===== config.mk =====
export PLATFORM = sky130hd
export DESIGN_NAME = tern_gate_unit
export DESIGN_NICKNAME = d
export VERILOG_FILES = /design/src/rtl/tern_pkg.sv /design/src/rtl/tern_trit_decode.sv /design/src/rtl/tern_gate_core.sv /design/src/rtl/tern_out_stage.sv /design/src/rtl/tern_gate_unit.sv
export SDC_FILE = /design/constraint.sdc
export NUM_CORES = 1
export LEC_CHECK = 0
export ABC_AREA = 0
export BUFFER_PORTS_ARGS = -buffer_cell sky130_fd_sc_hd__buf_2
export CORE_AREA = 4 4 41 43
export CTS_CLUSTER_DIAMETER = 100
export DETAILED_ROUTE_END_ITERATION = 10
export DIE_AREA = 0 0 45 47
export GPL_TIMING_DRIVEN = 0
export PLACE_DENSITY = 0.52
export SYNTH_ARGS = -nofsm -noshare
export SYNTH_HDL_FRONTEND = slang
export SYNTH_SLANG_ARGS = --single-unit

===== constraint.sdc =====
create_clock -name clk -period 1 [get_ports clk]
set_input_delay 0 -clock clk [delete_from_list [all_inputs] [get_ports clk]]
set_output_delay 0 -clock clk [all_outputs]
set_load 0.02 [all_outputs]

===== src/rtl/tern_pkg.sv =====
package tern_pkg;

  localparam int TRIT_W = 2;
  localparam int OP_W   = 3;

  typedef logic [TRIT_W-1:0] trit_t;

  // bit 1 flags negative, bit 0 flags positive
  localparam trit_t T_NEG  = 2'b10;
  localparam trit_t T_ZERO = 2'b00;
  localparam trit_t T_POS  = 2'b01;
  localparam trit_t T_BAD  = 2'b11;

  typedef enum logic [OP_W-1:0] {
    OP_MIN   = 3'd0,
    OP_MAX   = 3'd1,
    OP_AMIN  = 3'd2,
    OP_AMAX  = 3'd3,
    OP_RNAND = 3'd4,
    OP_INVA  = 3'd5,
    OP_BUFA  = 3'd6,
    OP_NONE  = 3'd7
  } tern_op_e;

  typedef struct packed {
    logic neg;
    logic pos;
    logic ok;
  } trit_fields_t;

endpackage


===== src/rtl/tern_trit_decode.sv =====
module tern_trit_decode
  import tern_pkg::*;
(
  input  logic [TRIT_W-1:0] code_i,
  output trit_fields_t      f_o
);

  always_comb begin
    f_o.neg = code_i[1] & ~code_i[0];
    f_o.pos = code_i[0] & ~code_i[1];
    f_o.ok  = ~(code_i[1] & code_i[0]);
  end

endmodule


===== src/rtl/tern_gate_core.sv =====
module tern_gate_core
  import tern_pkg::*;
(
  input  logic [OP_W-1:0]   op_i,
  input  trit_fields_t      a_i,
  input  trit_fields_t      b_i,
  output logic [TRIT_W-1:0] y_o,
  output logic              err_o
);

  logic lo_neg, lo_pos, hi_neg, hi_pos;
  logic rn_neg, rn_pos;
  logic res_neg, res_pos;
  logic sel_bad;

  // smaller value: negative wins, positive needs both
  assign lo_neg = a_i.neg | b_i.neg;
  assign lo_pos = a_i.pos & b_i.pos;
  // larger value: positive wins, negative needs both
  assign hi_pos = a_i.pos | b_i.pos;
  assign hi_neg = a_i.neg & b_i.neg;
  // rotating NAND: ++ -> -, -- -> 0, otherwise +
  assign rn_neg = a_i.pos & b_i.pos;
  assign rn_pos = ~(a_i.pos & b_i.pos) & ~(a_i.neg & b_i.neg);

  always_comb begin
    res_neg = 1'b0;
    res_pos = 1'b0;
    sel_bad = 1'b0;
    unique case (tern_op_e'(op_i))
      OP_MIN:   begin res_neg = lo_neg; res_pos = lo_pos; end
      OP_MAX:   begin res_neg = hi_neg; res_pos = hi_pos; end
      OP_AMIN:  begin res_neg = lo_pos; res_pos = lo_neg; end
      OP_AMAX:  begin res_neg = hi_pos; res_pos = hi_neg; end
      OP_RNAND: begin res_neg = rn_neg; res_pos = rn_pos; end
      OP_INVA:  begin res_neg = a_i.pos; res_pos = a_i.neg; end
      OP_BUFA:  begin res_neg = a_i.neg; res_pos = a_i.pos; end
      default:  sel_bad = 1'b1;
    endcase
  end

  always_comb begin
    err_o = sel_bad | ~a_i.ok | ~b_i.ok;
    y_o   = err_o ? T_ZERO : {res_neg, res_pos};
  end

endmodule


===== src/rtl/tern_out_stage.sv =====
module tern_out_stage
  import tern_pkg::*;
#(
  parameter bit REG_OUT = 1'b1
)(
  input  logic              clk,
  input  logic              rst,
  input  logic [TRIT_W-1:0] y_d,
  input  logic              err_d,
  output logic [TRIT_W-1:0] y_q,
  output logic              err_q
);

  generate
    if (REG_OUT) begin : g_reg
      always_ff @(posedge clk) begin
        if (rst) begin
          y_q   <= T_ZERO;
          err_q <= 1'b0;
        end else begin
          y_q   <= y_d;
          err_q <= err_d;
        end
      end
    end else begin : g_comb
      wire unused_clk_rst = clk ^ rst;
      assign y_q   = y_d;
      assign err_q = err_d;
    end
  endgenerate

endmodule


===== src/rtl/tern_gate_unit.sv =====
module tern_gate_unit
  import tern_pkg::*;
#(
  parameter bit REG_OUT = 1'b1
)(
  input  logic       clk,
  input  logic       rst,
  input  logic [1:0] a_i,
  input  logic [1:0] b_i,
  input  logic [2:0] op_i,
  output logic [1:0] y_o,
  output logic       err_o
);

  trit_fields_t        fa, fb;
  logic [TRIT_W-1:0]   y_c;
  logic                err_c;

  tern_trit_decode u_dec_a (.code_i(a_i), .f_o(fa));
  tern_trit_decode u_dec_b (.code_i(b_i), .f_o(fb));

  tern_gate_core u_core (
    .op_i  (op_i),
    .a_i   (fa),
    .b_i   (fb),
    .y_o   (y_c),
    .err_o (err_c)
  );

  tern_out_stage #(.REG_OUT(REG_OUT)) u_out (
    .clk   (clk),
    .rst   (rst),
    .y_d   (y_c),
    .err_d (err_c),
    .y_q   (y_o),
    .err_q (err_o)
  );

endmodule


* Yosys cells after proc, flatten, opt, wreduce, memory -nomap -nowiden
Index checks and enable logic that the tools add are counted.
Widths: inputs -> output; s select.
** Word-level totals
- Bits in registers :: 3
- Word-level logic and storage cells :: 34
- Output and inout bits :: 3
- Input port bits :: 9
** Cells by class
- Equal/unequal tests :: 6
- Muxes and demuxes :: 3
- Bitwise operators :: 19
- Reduce and logical (&&, ||, !) cells :: 4
** Operators by type and width (number)
- $and 1x1->1 :: 9
- $eq 3x3->1 const B :: 3
- $pmux 1 s7 :: 1
- $reduce_or 7->1 :: 1
- $eq 3x2->1 const B :: 2
- $not 1->1 :: 6
- $pmux 1 s6 :: 1
- $or 1x1->1 :: 4
- $reduce_or 2->1 :: 2
- $eq 3x1->1 const B :: 1
- $logic_not 3->1 :: 1
- $mux 1 :: 1

* Depth between registers and ports, before layout
Gate-level depths: netlist of the first run.
- Word-level depth :: 6
- Gate-level depth with buffers :: 5
- Mapped depth without buffers :: 4

* Hierarchy
A second synthesis of the first run with hierarchy kept.
** Second synthesis, totals
- Cells, all modules :: 40
- Area total of the unflattened synthesis :: 297.8 µm²
** By module, submodules not included
- tern_gate_core :: area an instance 181.4 µm², cells each 28, instances 1, sequential area each 0.0 µm²
- tern_out_stage :: area an instance 78.8 µm², cells each 6, instances 1, sequential area each 60.1 µm²
- tern_trit_decode :: area an instance 18.8 µm², cells each 3, instances 2, sequential area each 0.0 µm²

* Worst setup path after synthesis of the first run
OpenSTA, ideal clock, no wires.
- Kind :: input port to flip-flop
- Start :: in a_i[1]
- End :: reg u_out.y_q[1]
- Buffers on the path :: 0
- Arrival time :: 974 ps
- Required time :: 926 ps
- Stages :: 4
- Path slack :: -48 ps
- Cells stage by stage :: nand4bb_1 > and2_1 > or4b_1 > a31oi_1
** Between the ends
- Longest elaborated chain between the ends :: 4
- Elaborated cells between the ends (all ways) :: 12
- Those cells by class :: mux (1); bitwise (10); reduce/logical (1)
** Ends and longest elaborated chain
- start: declaration :: RTL line tern_gate_unit.sv:8 : input logic [1:0] a_i,
- $not 1->1 / $and 1x1->1 (equally long branches) :: RTL line tern_trit_decode.sv:10, tern_trit_decode.sv:11
- $and 1x1->1 / $or 1x1->1 (equally long branches) :: RTL line tern_trit_decode.sv:10, tern_gate_core.sv:43
- $and 1x1->1, or another cell as far along :: RTL line tern_gate_core.sv:18, tern_gate_core.sv:23
- $pmux 1 s6 / $reduce_or 2->1 (equally long branches)
- end signal: assignment :: RTL line tern_out_stage.sv:21 : y_q <= y_d;
- end: declaration :: RTL line tern_out_stage.sv:10 : output logic [TRIT_W-1:0] y_q,
Several ways; a longest one is shown, not always the timed one.
A chain may end at the register's enable or synchronous reset.

* Worst setup path after layout of the first run
Same ends and word-level chain as after synthesis.

==> reports/metrics.cfg, run 1 <==
[logic_synthesis]
synth_seq_cells=3
ys.flop_type=dfxtp_1
avgSynthCellArea_sq_um=7.299
synth_edf_count=0
synth_area_sq_um=262.8
yosysSeqAreaShare_pct=22.86
syn-num-nets=45
synth_cells=36
yosysWarnings=0
ys_types=22
synthArstFlopShare_pct=0

[finish]
drive_gt1_share_pct=33.33
num-nets-final=61
area_growth_pct=50.48
antenna_cells=0

[die]
dieHeight_microns=47
num_io_pins=12
core_area_sq_um=1301
start_util_pct=20.19
die_area_sq_um=2115
die_w_microns=45
row_count=13

[grt]
grt_first_pass_wirelength_microns=1110
grt_use_total_pct=7.492
grt_overflow=0
grt_pass1_vias=304
grt_max_degree=11
antenna_found_initial=0

[worst_setup_path]
crit_slowest_cell=or4b_1
startpoint_type=input port
slowest_delay_ns=0.50
cp.required_ns=1.16
path_cells=buf_6 > nand4bb_4 > and2_4 > or4b_1 > a31oi_1
cp.arrival_ns=1.12
cp-end-kind=register
path_class=input port to register
path_max_fanout=5

[drt]
detail-route-antenna-nets=0
dr_total_vias=310
drc_errors=0
viasPerCell=4.697
drtIter0Drc=3
wire_per_inst_microns=10.55
dr.pass1.iters=4
routed_wl_microns=696

[timing]
whs_ns=0.09818
fin_ws_ns=0.03874
maxClockFrequency_mhz=1040
drv_slew=0
fin_crit_sh_pct=96.13
hold_viol_final=0
setup_violations=0
tightest_slew_ns=0.3342
rsz0062_at_grt=false
relSlewSlack_pct=77.72
fin_crit_ns=0.9613

[clock_network]
post-cts-setup-buffers=0
numCtsBuffers=3
cts_buffer_depth=2
tritoncts=done
cts_num_sinks=3
path_clk_slew_ns=0.04
htreeDepth=1
cts-root-buf=clkbuf_4

[placed_design]
dp_hpwl_microns=525.9
gp_congestion=0.7524
post-place-ws_ns=-0.2683
port_buffers=10

[min_path]
hold_class=input port to register
whs_endpoint=u_out.err_q
hp-start=op_i[2]
min_delay_path_depth=3

[run_status]
outcome=finished, final reports clean

[power_and_ir_drop]
power_uw=454.1
p_leak_uw=0.0001679
ir_drop_uv=267.8
powerDensity_nw_per_um2=1148

[run]
maxCapViolations=0

==> registers in the layout (all words and copies together) (netlist names) <==
signal and cells:
u_out.err_q 1, u_out.y_q 2
==> final cells by class <==
class	instances	area [sq um]
Buffer	1	3.754
Sequential cell	3	60.06
Fill cell	146	905.9
Timing Repair Buffer	11	66.31
Inverter	3	11.26
Tap cell	15	18.77
Clock buffer	4	26.28
Multi-Input combinational cell	29	209.0
==> critical path: cells and delay by family <==
family / cells / cell delay [ns]
AOI/OAI and AO/OA: 1 / 0.13
buffers and inverters: 1 / 0.10
and+or+nand+nor: 3 / 0.89
==> timing repair <==
action,in CTS,in global routing
endpoints found under the setup margin,1,1
endpoints found under the hold margin,1,0
hold buffers,1,0
pin swaps,0,0
gates resized for setup,1,4
==> placed cells by master, fill, tap and decap left out, types with 2 or more instances in the layout <==
master,instances
a21oi_1,2
a31oi_1,4
buf_2,9
clkbuf_1,2
clkbuf_4,3
dfxtp_1,3
inv_1,2
nand2b_1,3
nor2_1,4
nor3b_1,2
==> metrics by stage <==
step	utilization (%)	TNS (ns)	cells	instance area [sq um]
finish	30.38	0	66	395.4
global route	30.38	0	66	395.4
CTS	29.52	0	66	384.1
detailed placement	25.48	-0.4948	61	331.6
global placement	25.48	-0.4798	61	331.6
floorplan	-	-0.02942	36	262.8
==> layer usage <==
layer  routed length [microns]  GRT usage (%)  vias to the layer above
met3                        60          3.448                        0
met4                         0          5.263                        0
li1                          -              -                      166
met2                       300          11.02                       13
met1                       335          8.597                      131
met5                         0              0                        -
==> cell families (layout without fill, tap and decap cells) <==
group | after synthesis | in the layout | share of synthesized area [%]
AO/OA/AOI/OAI | 11 | 11 | 27.62
flip-flops | 3 | 3 | 22.86
AND/OR/NAND/NOR | 18 | 18 | 43.81
buffers and inverters | 4 | 19 | 5.713
==> report_power, final <==
part / switching [uW] / internal [uW] / total, uW
logic: 60.8 / 53.5 / 114
registers: 1.10 / 127 / 128
clock network: 62.3 / 149 / 212
==> Yosys cell counts (2+ instances only) <==
| cell type | count | area, sq um |
|---|---|---|
| nor3b_1 | 2 | 15.01 |
| nand4bb_1 | 2 | 22.52 |
| dfxtp_1 | 3 | 60.06 |
| a21oi_1 | 2 | 10.01 |
| nand2b_1 | 3 | 18.77 |
| inv_1 | 2 | 7.510 |
| a31oi_1 | 4 | 25.02 |
| nor2_1 | 4 | 15.01 |
==> how the worst max path moves through the flow <==
stage	depth (start not counted)	endpoint	slack, ns	startpoint
final	5	u_out.y_q[1]	0.04	a_i[1]
after global routing	5	u_out.y_q[1]	0.01	a_i[1]
after CTS	5	u_out.y_q[1]	0.01	a_i[1]
after detailed placement	5	u_out.y_q[1]	-0.27	a_i[1]
after global placement	5	u_out.y_q[1]	-0.27	a_i[1]
after floorplan	4	u_out.y_q[1]	-0.03	a_i[1]
Power figures use the tool's default switching activity.
==> run 2, diff against run 1 <==
--- a/config.mk
+++ b/config.mk
@@ -12,7 +12,7 @@
 export DETAILED_ROUTE_END_ITERATION = 10
 export DIE_AREA = 0 0 45 47
 export GPL_TIMING_DRIVEN = 0
-export PLACE_DENSITY = 0.52
+export PLACE_DENSITY = 0.5
 export SYNTH_ARGS = -nofsm -noshare
 export SYNTH_HDL_FRONTEND = slang
 export SYNTH_SLANG_ARGS = --single-unit
==> constraint.sdc (replaced) <==
create_clock -name clk -period 1.1 [get_ports clk]
set_input_delay 0 -clock clk [delete_from_list [all_inputs] [get_ports clk]]
set_output_delay 0 -clock clk [all_outputs]
set_load 0.02 [all_outputs]
==> run 2 against run 1 <==
- sequential share of layout area up 0.19 points
- worst setup slack improved by 0.052 ns
- worst hold slack improved by 0.018 ns
- critical path depth stayed put
- flip-flop and latch count did not move
- final cell count unchanged
- power decreased by 10%
- via count up 3.2%
- global-route usage stayed put
- critical path type unchanged
- critical endpoint is now u_out.y_q[0]
==> reports/metrics.cfg, run 2 (synthesis results as in run 1) <==
[timing]
tightest_slew_ns=0.3365  ; +0.002258 ns
fin_crit_ns=1.009
relSlewSlack_pct=77.57  ; -0.15 points
maxClockFrequency_mhz=990.6
fin_crit_sh_pct=91.77
hold_viol_final=0  ; unchanged
whs_ns=0.1157  ; +0.01752 ns
fin_ws_ns=0.09055  ; +0.05182 ns
setup_violations=0  ; unchanged
drv_slew=0  ; unchanged
rsz0062_at_grt=false

[drt]
viasPerCell=4.848  ; +3.2%
dr.pass1.iters=4  ; unchanged
routed_wl_microns=720  ; +3.4%
detail-route-antenna-nets=0  ; unchanged
drc_errors=0  ; unchanged
drtIter0Drc=3  ; unchanged
wire_per_inst_microns=10.91  ; +3.4%
dr_total_vias=320  ; +3.2%

[die]
die_area_sq_um=2115  ; unchanged
core_area_sq_um=1301  ; unchanged
die_w_microns=45  ; unchanged
row_count=13  ; unchanged
start_util_pct=20.19  ; unchanged
dieHeight_microns=47  ; unchanged
num_io_pins=12  ; unchanged

[grt]
grt_max_degree=11  ; unchanged
grt_use_total_pct=7.492  ; unchanged
antenna_found_initial=0  ; unchanged
grt_first_pass_wirelength_microns=1104  ; -0.54%
grt_overflow=0  ; unchanged
grt_pass1_vias=288  ; -5.3%

[run]
maxCapViolations=0  ; unchanged

[finish]
drive_gt1_share_pct=31.37  ; -2.0 points
area_growth_pct=48.57
mostFrequentLayoutCells=10 x buf_2, 4 x a31oi_1, 4 x nor2_1
top_regs=u_out.y_q x2, u_out.err_q x1
num-nets-final=61  ; unchanged
nFillCells=149  ; +2.1%
final_util_pct=30.00  ; -0.38 points
top_register=u_out.y_q
largest_reg_flops=2  ; unchanged
antenna_cells=0  ; unchanged
final_common_cell=buf_2

[clock_network]
tritoncts=done
path_clk_slew_ns=0.04  ; about the same
post-cts-setup-buffers=0  ; unchanged
numCtsBuffers=3  ; unchanged
cts_buffer_depth=2  ; unchanged
cts_num_sinks=3  ; unchanged
htreeDepth=1  ; unchanged
cts-root-buf=clkbuf_4

[placed_design]
gp_congestion=0.6930  ; -7.9%
post-place-ws_ns=-0.2066  ; +0.06170 ns
dp_hpwl_microns=544.2  ; +3.5%
port_buffers=10  ; unchanged

[worst_setup_path]
startpoint_type=input port
path_class=input port to register
path_max_fanout=5  ; unchanged
setup.worst_path.start=a_i[1]
cp.arrival_ns=1.15  ; +0.03 ns
cp-end-kind=register
cp.required_ns=1.24  ; +0.08 ns

[power_and_ir_drop]
powerDensity_nw_per_um2=1043  ; -9.2%
ir_drop_uv=257.1  ; -4.0%
p_leak_uw=0.0001634  ; -2.7%

[min_path]
hp-start=op_i[2]
min_delay_path_depth=3  ; unchanged
hold_class=input port to register

[run_status]
outcome=finished, final reports clean

==> run 2: worst max-delay path: stages <==
cell,delay (ns)
buf_2,0.13
nand4bb_4,0.24
and2_1,0.18
or3_1,0.35
a311oi_2,0.26
==> run 2: power breakdown <==
part / internal (uW) / switching [uW] / total [uW]
Clock: 136 / 52.9 / 189
Combinational: 45.0 / 57.2 / 102
Sequential: 115 / 1.04 / 116
Total: 296 / 111 / 407
==> run 2: routing by layer <==
layer / up-vias / global-route usage, % / share of wire, %
met2: 13 / 11.58 / 43
met3: 0 / 2.682 / 10
li1: 168 / - / -
met4: 0 / 7.018 / 0
met1: 139 / 7.919 / 47
met5: - / 0 / 0
==> run 2: path summary, 6_finish.rpt <==
kind	slack [ns]	end
max	0.09	u_out.y_q[0]
min	0.12	u_out.y_q[1]
==> run 2: timing repair <==
action,in CTS,in global routing
hold endpoints to repair,1,0
resized for setup,0,2
endpoints found under the setup margin,0,2
hold buffers,1,0
==> run 2: stage by stage <==
step	cells	cell area [sq um]	power (uW)	setup TNS, ns
after floorplan	36	262.8	172.4	0
after global placement	61	331.6	208.4	-0.3857
after detailed placement	61	331.6	208.5	-0.4108
after CTS	66	367.9	411.6	0
after global routing	66	390.4	444.5	0
final	66	390.4	407.2	0
==> run 2: final cells by class <==
| cell class | instances | area, sq um | share of cell area, % |
|---|---|---|---|
| Clock buffer | 4 | 26.28 | 6.731 |
| Sequential cell | 3 | 60.06 | 15.38 |
| Inverter | 3 | 11.26 | 2.885 |
| Buffer | 1 | 3.754 | 0.9615 |
| Multi-Input combinational cell | 29 | 210.2 | 53.85 |
| Tap cell | 15 | 18.77 | 4.808 |
| Timing Repair Buffer | 11 | 60.06 | 15.38 |
